`src/rtl/jr_pkg.sv`:
```
package jr_pkg;
  localparam int DATA_W = 32;
  localparam int ADDR_W = 6;
  localparam int THR_W  = 8;

  typedef enum logic [ADDR_W-1:0] {
    REG_IN_SIZE  = 6'h00,
    REG_IN_AVAIL = 6'h04,
    REG_IN_ADD   = 6'h08,
    REG_OUT_SIZE = 6'h0C,
    REG_OUT_REM  = 6'h10,
    REG_OUT_FULL = 6'h14,
    REG_STATUS   = 6'h18,
    REG_CFG      = 6'h1C,
    REG_IN_IDX   = 6'h20,
    REG_OUT_IDX  = 6'h24,
    REG_CMD      = 6'h28
  } reg_addr_e;

  typedef enum logic [3:0] {
    ERR_NONE    = 4'd0,
    ERR_RESET   = 4'd7,
    ERR_REM_OVF = 4'd8,
    ERR_ADD_OVF = 4'd9
  } err_e;

  typedef enum logic [1:0] {
    HALT_NONE = 2'b00,
    HALT_BUSY = 2'b01,
    HALT_DONE = 2'b10
  } halt_e;
endpackage

```
`src/rtl/jr_in_ring.sv`:
```
module jr_in_ring #(
  parameter int IDX_W = 10
) (
  input  logic             clk_i,
  input  logic             rst_ni,
  input  logic             clear_i,
  input  logic [IDX_W-1:0] size_i,
  input  logic             add_we_i,
  input  logic [IDX_W-1:0] add_n_i,
  input  logic             take_i,
  input  logic             block_i,
  output logic [IDX_W-1:0] avail_o,
  output logic [IDX_W-1:0] rd_idx_o,
  output logic             pend_nz_o,
  output logic             take_acc_o,
  output logic             add_ovf_o
);
  logic [IDX_W-1:0] pend_q, pend_d, idx_q, idx_d, add_amt;
  logic [IDX_W:0]   idx_inc;

  always_comb begin
    avail_o    = size_i - pend_q;
    pend_nz_o  = (pend_q != '0);
    add_ovf_o  = add_we_i && (add_n_i > avail_o);
    add_amt    = (add_we_i && !add_ovf_o) ? add_n_i : '0;
    take_acc_o = take_i && pend_nz_o && !block_i;
    pend_d     = pend_q + add_amt - {{(IDX_W-1){1'b0}}, take_acc_o};
    idx_inc    = {1'b0, idx_q} + 1'b1;
    idx_d      = idx_q;
    if (take_acc_o) idx_d = (idx_inc >= {1'b0, size_i}) ? '0 : idx_inc[IDX_W-1:0];
  end

  always_ff @(posedge clk_i or negedge rst_ni) begin
    if (!rst_ni) begin
      pend_q <= '0;
      idx_q  <= '0;
    end else if (clear_i) begin
      pend_q <= '0;
      idx_q  <= '0;
    end else begin
      pend_q <= pend_d;
      idx_q  <= idx_d;
    end
  end

  assign rd_idx_o = idx_q;

  AST_ADD_OVF_IGNORED: assert property (@(posedge clk_i) disable iff (!rst_ni)
    add_ovf_o && !clear_i |=> pend_q == $past(pend_q) - {{(IDX_W-1){1'b0}}, $past(take_acc_o)});

  AST_TAKE_NEEDS_JOB: assert property (@(posedge clk_i) disable iff (!rst_ni)
    take_i && !pend_nz_o && !clear_i |=> rd_idx_o == $past(rd_idx_o));
endmodule

```
`src/rtl/jr_out_ring.sv`:
```
module jr_out_ring #(
  parameter int IDX_W = 10
) (
  input  logic             clk_i,
  input  logic             rst_ni,
  input  logic             clear_i,
  input  logic [IDX_W-1:0] size_i,
  input  logic             rem_we_i,
  input  logic [IDX_W-1:0] rem_n_i,
  input  logic             done_i,
  input  logic             infl_nz_i,
  output logic [IDX_W-1:0] full_o,
  output logic [IDX_W-1:0] wr_idx_o,
  output logic             room_o,
  output logic             done_acc_o,
  output logic             rem_ovf_o
);
  logic [IDX_W-1:0] full_q, full_d, idx_q, idx_d, rem_amt;
  logic [IDX_W:0]   idx_inc;

  always_comb begin
    room_o     = (full_q < size_i);
    rem_ovf_o  = rem_we_i && (rem_n_i > full_q);
    rem_amt    = (rem_we_i && !rem_ovf_o) ? rem_n_i : '0;
    done_acc_o = done_i && room_o && infl_nz_i;
    full_d     = full_q - rem_amt + {{(IDX_W-1){1'b0}}, done_acc_o};
    idx_inc    = {1'b0, idx_q} + 1'b1;
    idx_d      = idx_q;
    if (done_acc_o) idx_d = (idx_inc >= {1'b0, size_i}) ? '0 : idx_inc[IDX_W-1:0];
  end

  always_ff @(posedge clk_i or negedge rst_ni) begin
    if (!rst_ni) begin
      full_q <= '0;
      idx_q  <= '0;
    end else if (clear_i) begin
      full_q <= '0;
      idx_q  <= '0;
    end else begin
      full_q <= full_d;
      idx_q  <= idx_d;
    end
  end

  assign full_o   = full_q;
  assign wr_idx_o = idx_q;

  AST_DONE_FULL_IGNORED: assert property (@(posedge clk_i) disable iff (!rst_ni)
    done_i && !room_o && !rem_we_i && !clear_i |=> full_o == $past(full_o));

  AST_REM_OVF_IGNORED: assert property (@(posedge clk_i) disable iff (!rst_ni)
    rem_ovf_o && !clear_i |=> full_o == $past(full_o) + {{(IDX_W-1){1'b0}}, $past(done_acc_o)});
endmodule

```
`src/rtl/jr_coal.sv`:
```
module jr_coal #(
  parameter int THR_W = 8
) (
  input  logic             clk_i,
  input  logic             rst_ni,
  input  logic             clear_i,
  input  logic             en_i,
  input  logic [THR_W-1:0] cnt_thr_i,
  input  logic [THR_W-1:0] tmr_thr_i,
  input  logic             done_i,
  output logic             fire_o
);
  logic [THR_W:0]   cnt_q, cnt_inc, thr_eff, tmr_inc;
  logic [THR_W-1:0] tmr_q;
  logic             fire_cnt, fire_tmr;

  always_comb begin
    cnt_inc  = cnt_q + {{THR_W{1'b0}}, done_i};
    thr_eff  = (cnt_thr_i == '0) ? {{THR_W{1'b0}}, 1'b1} : {1'b0, cnt_thr_i};
    tmr_inc  = {1'b0, tmr_q} + 1'b1;
    fire_cnt = cnt_inc >= thr_eff;
    fire_tmr = (cnt_q != '0) && (tmr_thr_i != '0) && (tmr_inc >= {1'b0, tmr_thr_i});
    fire_o   = en_i ? (fire_cnt || fire_tmr) : done_i;
  end

  always_ff @(posedge clk_i or negedge rst_ni) begin
    if (!rst_ni) begin
      cnt_q <= '0;
      tmr_q <= '0;
    end else if (clear_i || !en_i || fire_o) begin
      cnt_q <= '0;
      tmr_q <= '0;
    end else begin
      cnt_q <= cnt_inc;
      tmr_q <= (cnt_q != '0) ? tmr_inc[THR_W-1:0] : '0;
    end
  end

  AST_COAL_RESTART: assert property (@(posedge clk_i) disable iff (!rst_ni)
    en_i && fire_o |=> cnt_q == '0);

  AST_COAL_BELOW_THR: assert property (@(posedge clk_i) disable iff (!rst_ni)
    en_i && (cnt_thr_i != '0) && $stable(cnt_thr_i) |-> cnt_q < {1'b0, cnt_thr_i});
endmodule

```
`src/rtl/jr_ctrl.sv`:
```
module jr_ctrl
  import jr_pkg::*;
#(
  parameter int IDX_W = 10
) (
  input  logic              clk_i,
  input  logic              rst_ni,
  input  logic              wr_en_i,
  input  logic [ADDR_W-1:0] addr_i,
  input  logic [DATA_W-1:0] wdata_i,
  output logic [DATA_W-1:0] rdata_o,
  input  logic              job_take_i,
  input  logic              job_done_i,
  output logic              job_pending_o,
  output logic              out_room_o,
  output logic              irq_o
);
  localparam int INF_W = IDX_W + 2;

  logic [IDX_W-1:0] in_size_q, out_size_q;
  logic [IDX_W-1:0] in_avail, in_idx, out_full, out_idx;
  logic             cfg_mask_q, cfg_coal_q, cfg_stop_q;
  logic [THR_W-1:0] cfg_tmr_q, cfg_cnt_q;
  logic             irq_q, err_q;
  err_e             err_type_q, err_code;
  logic [INF_W-1:0] infl_q;
  logic             we_in_size, we_out_size, we_add, we_rem, we_status, we_cfg, we_cmd;
  logic             rst_ok, rst_bad, halted, block, pend_nz;
  logic             take_acc, done_acc, add_ovf, rem_ovf, fire;
  logic             clr_irq, clr_err;
  halt_e            halt_st;
  logic             unused_wdata;

  assign unused_wdata = ^wdata_i[DATA_W-1:24];

  always_comb begin
    we_in_size  = wr_en_i && (addr_i == REG_IN_SIZE);
    we_out_size = wr_en_i && (addr_i == REG_OUT_SIZE);
    we_add      = wr_en_i && (addr_i == REG_IN_ADD);
    we_rem      = wr_en_i && (addr_i == REG_OUT_REM);
    we_status   = wr_en_i && (addr_i == REG_STATUS);
    we_cfg      = wr_en_i && (addr_i == REG_CFG);
    we_cmd      = wr_en_i && (addr_i == REG_CMD) && wdata_i[0];
    rst_ok      = we_cmd && (infl_q == '0);
    rst_bad     = we_cmd && (infl_q != '0);
    clr_irq     = we_status && wdata_i[0];
    clr_err     = we_status && wdata_i[1];
    halted      = err_q && cfg_stop_q;
    block       = halted || (infl_q == '1);
    job_pending_o = pend_nz && !block;
    if (add_ovf)      err_code = ERR_ADD_OVF;
    else if (rem_ovf) err_code = ERR_REM_OVF;
    else if (rst_bad) err_code = ERR_RESET;
    else              err_code = ERR_NONE;
    if (!halted)              halt_st = HALT_NONE;
    else if (infl_q != '0)    halt_st = HALT_BUSY;
    else                      halt_st = HALT_DONE;
  end

  jr_in_ring #(.IDX_W(IDX_W)) u_in (
    .clk_i, .rst_ni, .clear_i(rst_ok), .size_i(in_size_q),
    .add_we_i(we_add), .add_n_i(wdata_i[IDX_W-1:0]),
    .take_i(job_take_i), .block_i(block),
    .avail_o(in_avail), .rd_idx_o(in_idx), .pend_nz_o(pend_nz),
    .take_acc_o(take_acc), .add_ovf_o(add_ovf)
  );

  jr_out_ring #(.IDX_W(IDX_W)) u_out (
    .clk_i, .rst_ni, .clear_i(rst_ok), .size_i(out_size_q),
    .rem_we_i(we_rem), .rem_n_i(wdata_i[IDX_W-1:0]),
    .done_i(job_done_i), .infl_nz_i(infl_q != '0),
    .full_o(out_full), .wr_idx_o(out_idx), .room_o(out_room_o),
    .done_acc_o(done_acc), .rem_ovf_o(rem_ovf)
  );

  jr_coal #(.THR_W(THR_W)) u_coal (
    .clk_i, .rst_ni, .clear_i(rst_ok), .en_i(cfg_coal_q),
    .cnt_thr_i(cfg_cnt_q), .tmr_thr_i(cfg_tmr_q),
    .done_i(done_acc), .fire_o(fire)
  );

  always_ff @(posedge clk_i or negedge rst_ni) begin
    if (!rst_ni) begin
      in_size_q  <= '0;
      out_size_q <= '0;
      cfg_mask_q <= 1'b0;
      cfg_coal_q <= 1'b0;
      cfg_stop_q <= 1'b0;
      cfg_tmr_q  <= '0;
      cfg_cnt_q  <= '0;
    end else begin
      if (we_in_size)  in_size_q  <= wdata_i[IDX_W-1:0];
      if (we_out_size) out_size_q <= wdata_i[IDX_W-1:0];
      if (we_cfg) begin
        cfg_mask_q <= wdata_i[0];
        cfg_coal_q <= wdata_i[1];
        cfg_stop_q <= wdata_i[2];
        cfg_tmr_q  <= wdata_i[15:8];
        cfg_cnt_q  <= wdata_i[23:16];
      end
    end
  end

  always_ff @(posedge clk_i or negedge rst_ni) begin
    if (!rst_ni) begin
      infl_q     <= '0;
      irq_q      <= 1'b0;
      err_q      <= 1'b0;
      err_type_q <= ERR_NONE;
    end else begin
      if (rst_ok) infl_q <= '0;
      else        infl_q <= infl_q + {{(INF_W-1){1'b0}}, take_acc} - {{(INF_W-1){1'b0}}, done_acc};
      if (rst_ok)       irq_q <= 1'b0;
      else if (fire)    irq_q <= 1'b1;
      else if (clr_irq) irq_q <= 1'b0;
      if (!err_q && err_code != ERR_NONE) begin
        err_q      <= 1'b1;
        err_type_q <= err_code;
      end else if (clr_err) begin
        err_q      <= 1'b0;
        err_type_q <= ERR_NONE;
      end
    end
  end

  assign irq_o = (irq_q || err_q) && !cfg_mask_q;

  always_comb begin
    rdata_o = '0;
    case (addr_i)
      REG_IN_SIZE:  rdata_o[IDX_W-1:0] = in_size_q;
      REG_IN_AVAIL: rdata_o[IDX_W-1:0] = in_avail;
      REG_OUT_SIZE: rdata_o[IDX_W-1:0] = out_size_q;
      REG_OUT_FULL: rdata_o[IDX_W-1:0] = out_full;
      REG_STATUS:   rdata_o[11:0] = {err_type_q, 4'b0, halt_st, err_q, irq_q};
      REG_CFG:      rdata_o[23:0] = {cfg_cnt_q, cfg_tmr_q, 5'b0, cfg_stop_q, cfg_coal_q, cfg_mask_q};
      REG_IN_IDX:   rdata_o[IDX_W-1:0] = in_idx;
      REG_OUT_IDX:  rdata_o[IDX_W-1:0] = out_idx;
      default:      rdata_o = '0;
    endcase
  end

  AST_ERR_STICKY: assert property (@(posedge clk_i) disable iff (!rst_ni)
    err_q && !clr_err |=> err_q && $stable(err_type_q));

  AST_HALT_NO_TAKE: assert property (@(posedge clk_i) disable iff (!rst_ni)
    halted |-> !take_acc);

  AST_RST_CMD_CLEARS: assert property (@(posedge clk_i) disable iff (!rst_ni)
    rst_ok |=> out_full == '0 && in_idx == '0 && out_idx == '0 && !irq_q);

  AST_RST_CMD_REFUSED: assert property (@(posedge clk_i) disable iff (!rst_ni)
    rst_bad && !err_q |=> err_q && err_type_q == ERR_RESET);

  AST_MASK_QUIET: assert property (@(posedge clk_i) disable iff (!rst_ni)
    cfg_mask_q && !we_cfg |=> !irq_o);
endmodule

```
`config.mk`:
```
export PLATFORM = sky130hd
export DESIGN_NAME = jr_ctrl
export DESIGN_NICKNAME = d
export VERILOG_FILES = /design/src/rtl/jr_pkg.sv /design/src/rtl/jr_in_ring.sv /design/src/rtl/jr_out_ring.sv /design/src/rtl/jr_coal.sv /design/src/rtl/jr_ctrl.sv
export SDC_FILE = /design/constraint.sdc
export NUM_CORES = 1
export LEC_CHECK = 0
export BUFFER_PORTS_ARGS = -buffer_cell sky130_fd_sc_hd__buf_2
export CAP_MARGIN = 20
export CORE_MARGIN = 2
export CORE_UTILIZATION = 55
export CTS_CLUSTER_SIZE = 12
export DETAILED_ROUTE_END_ITERATION = 12
export PLACE_DENSITY = 0.74
export SETUP_SLACK_MARGIN = 0.1
export SYNTH_ARGS = -nofsm -noshare
export SYNTH_HDL_FRONTEND = slang
export SYNTH_HIERARCHICAL = 1
export SYNTH_SLANG_ARGS = --single-unit
```
`constraint.sdc`:
```
create_clock -name clk_i -period 12 [get_ports clk_i]
set_input_delay 2.4 -clock clk_i [delete_from_list [all_inputs] [get_ports clk_i]]
set_output_delay 2.4 -clock clk_i [all_outputs]
set_load 0.005 [all_outputs]
```
==> metrics.yaml <==
initial_utilization: 0.561
drive_gt1_frac: 0.158
dr.pass1.iters: 7
ys_types: 94
wirelength_um: 24600
worstPathMaxFanout: 10
worst-r2r-setup-slack_ns: 5.63
crit_arrival_ns: 4.36
area_delta_synth_final_pct: 11.2
tns_ns: 0
netlist.top_cell.by_area: "dfrtp_1"
netlist_top_cells_count: "ha_1, inv_1, dfrtp_1"
yosysSeqAreaShare: 0.292
dp_hpwl_um: 18200
grt.total_usage: 0.280
grt_overflow: 0
clock-sinks: 113
die_h_um: 137
r2r_start: "in_size_q[0]"
cts-buffers-inserted: 17
first_iter_violations: 596
worst_slack_ns: 5.24
slew_headroom: 0.417
gp_congestion: 0.908
required_ns: 9.60
clk_pin_slew_worst_paths_ns: 0.05
antenna_found_initial: 0
grt_max_degree: 65
synth_most_common_cell: "ha_1"
antenna_left: 0
setup.worst_path.start_class: "input port"
nFillCells: 1444
synth_area_leaders: "dfrtp_1, ha_1, inv_1"
critPathLaunch: "addr_i[1]"
diodes: 0
cts.repair.resized: 0
power_density_nw_per_um2: 230
reg2reg_depth: 28
report.final.hold_viol_count: 0
criticalPathCategory: "in -> out"
cp-end-kind: "primary output"
hold_path_end: "cfg_cnt_q[1]"
core_um2: 17300
whs_path_depth: 1
power_leakage_uw: 0.00540
drc: 0
synth_top_cell_area_share: 0.292
fin_nets: 1308
h-tree-depth: 4
hold_class: "reg -> reg"
finalCritPeriodShare: 0.563
maxCapViolations: 0
post-place-ws_ns: 5.32
fin_worst_skew_ns: 0.00676
synth_ff_type: "dfrtp_1"
synthCells: 1065
num_rows: 48
yosys_warnings: 6
cts_tree: "built"
setup_viol: 0
die-area_um2: 18700
postCtsHoldBufs: 0
avgRoutedWirePerCell_um: 18.1
cts-root-buf: "clkbuf_16"
cts_setup_buffers: 0
synth_edf_count: 0
grt_pass1_vias: 7957
p_total_uw: 2480
clk_latency_ns: 0.42
portBuffers: 61
holdCritStartpoint: "cfg_cnt_q[1]"
cts_buffer_depth: 2
synth.avg_cell_area_um2: 9.10
period_needed_ns: 6.76
multi_input_comb_area_um2: 6230
vias: 8071
grt_pass1_wl_um: 40700
drv_slew: 0
grt_setup_unrepaired: "no"
fmax_mhz: 148
synthesis.area_um2: 9700
ys_ff_latch: 113
vdd_drop_max_mv: 0.144
die_w_um: 137
status: "completed"
seq_area_um2: 2830
r2r_end: "u_in/pend_q[8]"
worst_pin_slew_ns: 0.875
via_per_inst: 5.93
ys_async_sr_fraction: 1.00
io_pins: 78
==> flip-flops by register name, summed over array words and instances (netlist names), 3 cells and up <==
signal / flops
cfg_cnt_q: 8
cfg_tmr_q: 8
err_type_q: 3
in_size_q: 10
infl_q: 12
out_size_q: 10
u_coal/cnt_q: 9
u_coal/tmr_q: 8
u_in/pend_q: 10
u_in/rd_idx_o: 10
u_out/full_o: 10
u_out/wr_idx_o: 10
==> layout make-up <==
| cell class | instances | share of cell area |
|---|---|---|
| clock buffer | 22 | 0.0458 |
| inverter | 125 | 0.0435 |
| multi-input combinational | 804 | 0.578 |
| clock inverter | 9 | 0.0142 |
| sequential | 113 | 0.262 |
| timing repair buffer | 63 | 0.0299 |
| tap | 225 | 0.0261 |
==> worst max path at each step <==
| stage | endpoint | slack, ns | cells after the start |
|---|---|---|---|
| 2_1_floorplan | rdata_o[3] | 5.96 | 5 |
| 3_3_place_gp | u_out/full_o[8] | 5.29 | 16 |
| 3_5_place_dp | u_out/full_o[8] | 5.32 | 16 |
| 4_1_cts | rdata_o[2] | 5.34 | 7 |
| 5_1_grt | u_in/pend_q[8] | 5.14 | 27 |
| 6_report | rdata_o[2] | 5.24 | 7 |
==> report_power, final <==
group,leakage (uW),switching (uW),internal [uW],total [uW]
Sequential,0.00145,115,482,597
Combinational,0.00363,747,583,1330
Clock,0.000310,183,373,556
==> stage by stage <==
stage / util / instances / area (um2) / hold slack (ns)
after floorplan: - / 1072 / 9720 / 0.480
after global placement: 0.586 / 1330 / 10100 / 0.507
after detailed placement: 0.586 / 1330 / 10100 / 0.517
after CTS: 0.623 / 1361 / 10800 / 0.529
after global routing: 0.623 / 1361 / 10800 / 0.549
final: 0.623 / 1361 / 10800 / 0.528
==> cells in the final DEF, fill, tap and decap left out, types with 5 or more instances in the layout <==
| cell | instances |
|---|---|
| nor3b_1 | 5 |
| clkbuf_8 | 5 |
| buf_2 | 60 |
| mux2_4 | 11 |
| nand4_1 | 14 |
| o21a_1 | 8 |
| clkbuf_16 | 17 |
| a21o_1 | 14 |
| inv_1 | 124 |
| o211ai_1 | 12 |
| dfrtp_1 | 113 |
| nand3_1 | 38 |
| nor2b_1 | 18 |
| o21ai_0 | 27 |
| xor2_1 | 18 |
| conb_1 | 9 |
| xnor2_1 | 24 |
| nand2b_1 | 15 |
| mux2i_1 | 7 |
| and2_1 | 22 |
| nor3_1 | 25 |
| o21ai_1 | 8 |
| a211oi_1 | 12 |
| or2_2 | 6 |
| a21oi_1 | 31 |
| ha_1 | 137 |
| mux2_2 | 28 |
| a22oi_1 | 31 |
| o221ai_1 | 5 |
| and3_1 | 13 |
| nor2_1 | 69 |
| nand2_1 | 93 |
==> critical path, cell delays in order <==
cell      delay (ns)
buf_2           0.13
or4_4           0.56
nor2_1          0.62
a222oi_1        0.24
nand3_1         0.13
a21o_1          0.15
buf_2           0.14
==> cell families after synthesis <==
kind of cell	share of synthesized area
other	0.000774
XOR/XNOR	0.0379
multiplexers	0.0614
buffers and inverters	0.0683
AO/OA/AOI/OAI	0.155
AND/OR/NAND/NOR	0.200
adder cells (fa/ha/maj)	0.185
flip-flops	0.292
==> per-layer routing <==
metal / vias up / global-route usage / wire (um) / part of all wire
met3: 32 / 0.0641 / 1750 / 0.071
met4: 0 / 0.0727 / 413 / 0.017
met2: 268 / 0.447 / 11400 / 0.46
met1: 3895 / 0.385 / 11100 / 0.45
met5: - / 0 / 0 / 0
li1: 3876 / - / - / -
(Power assumes the default switching activity.)
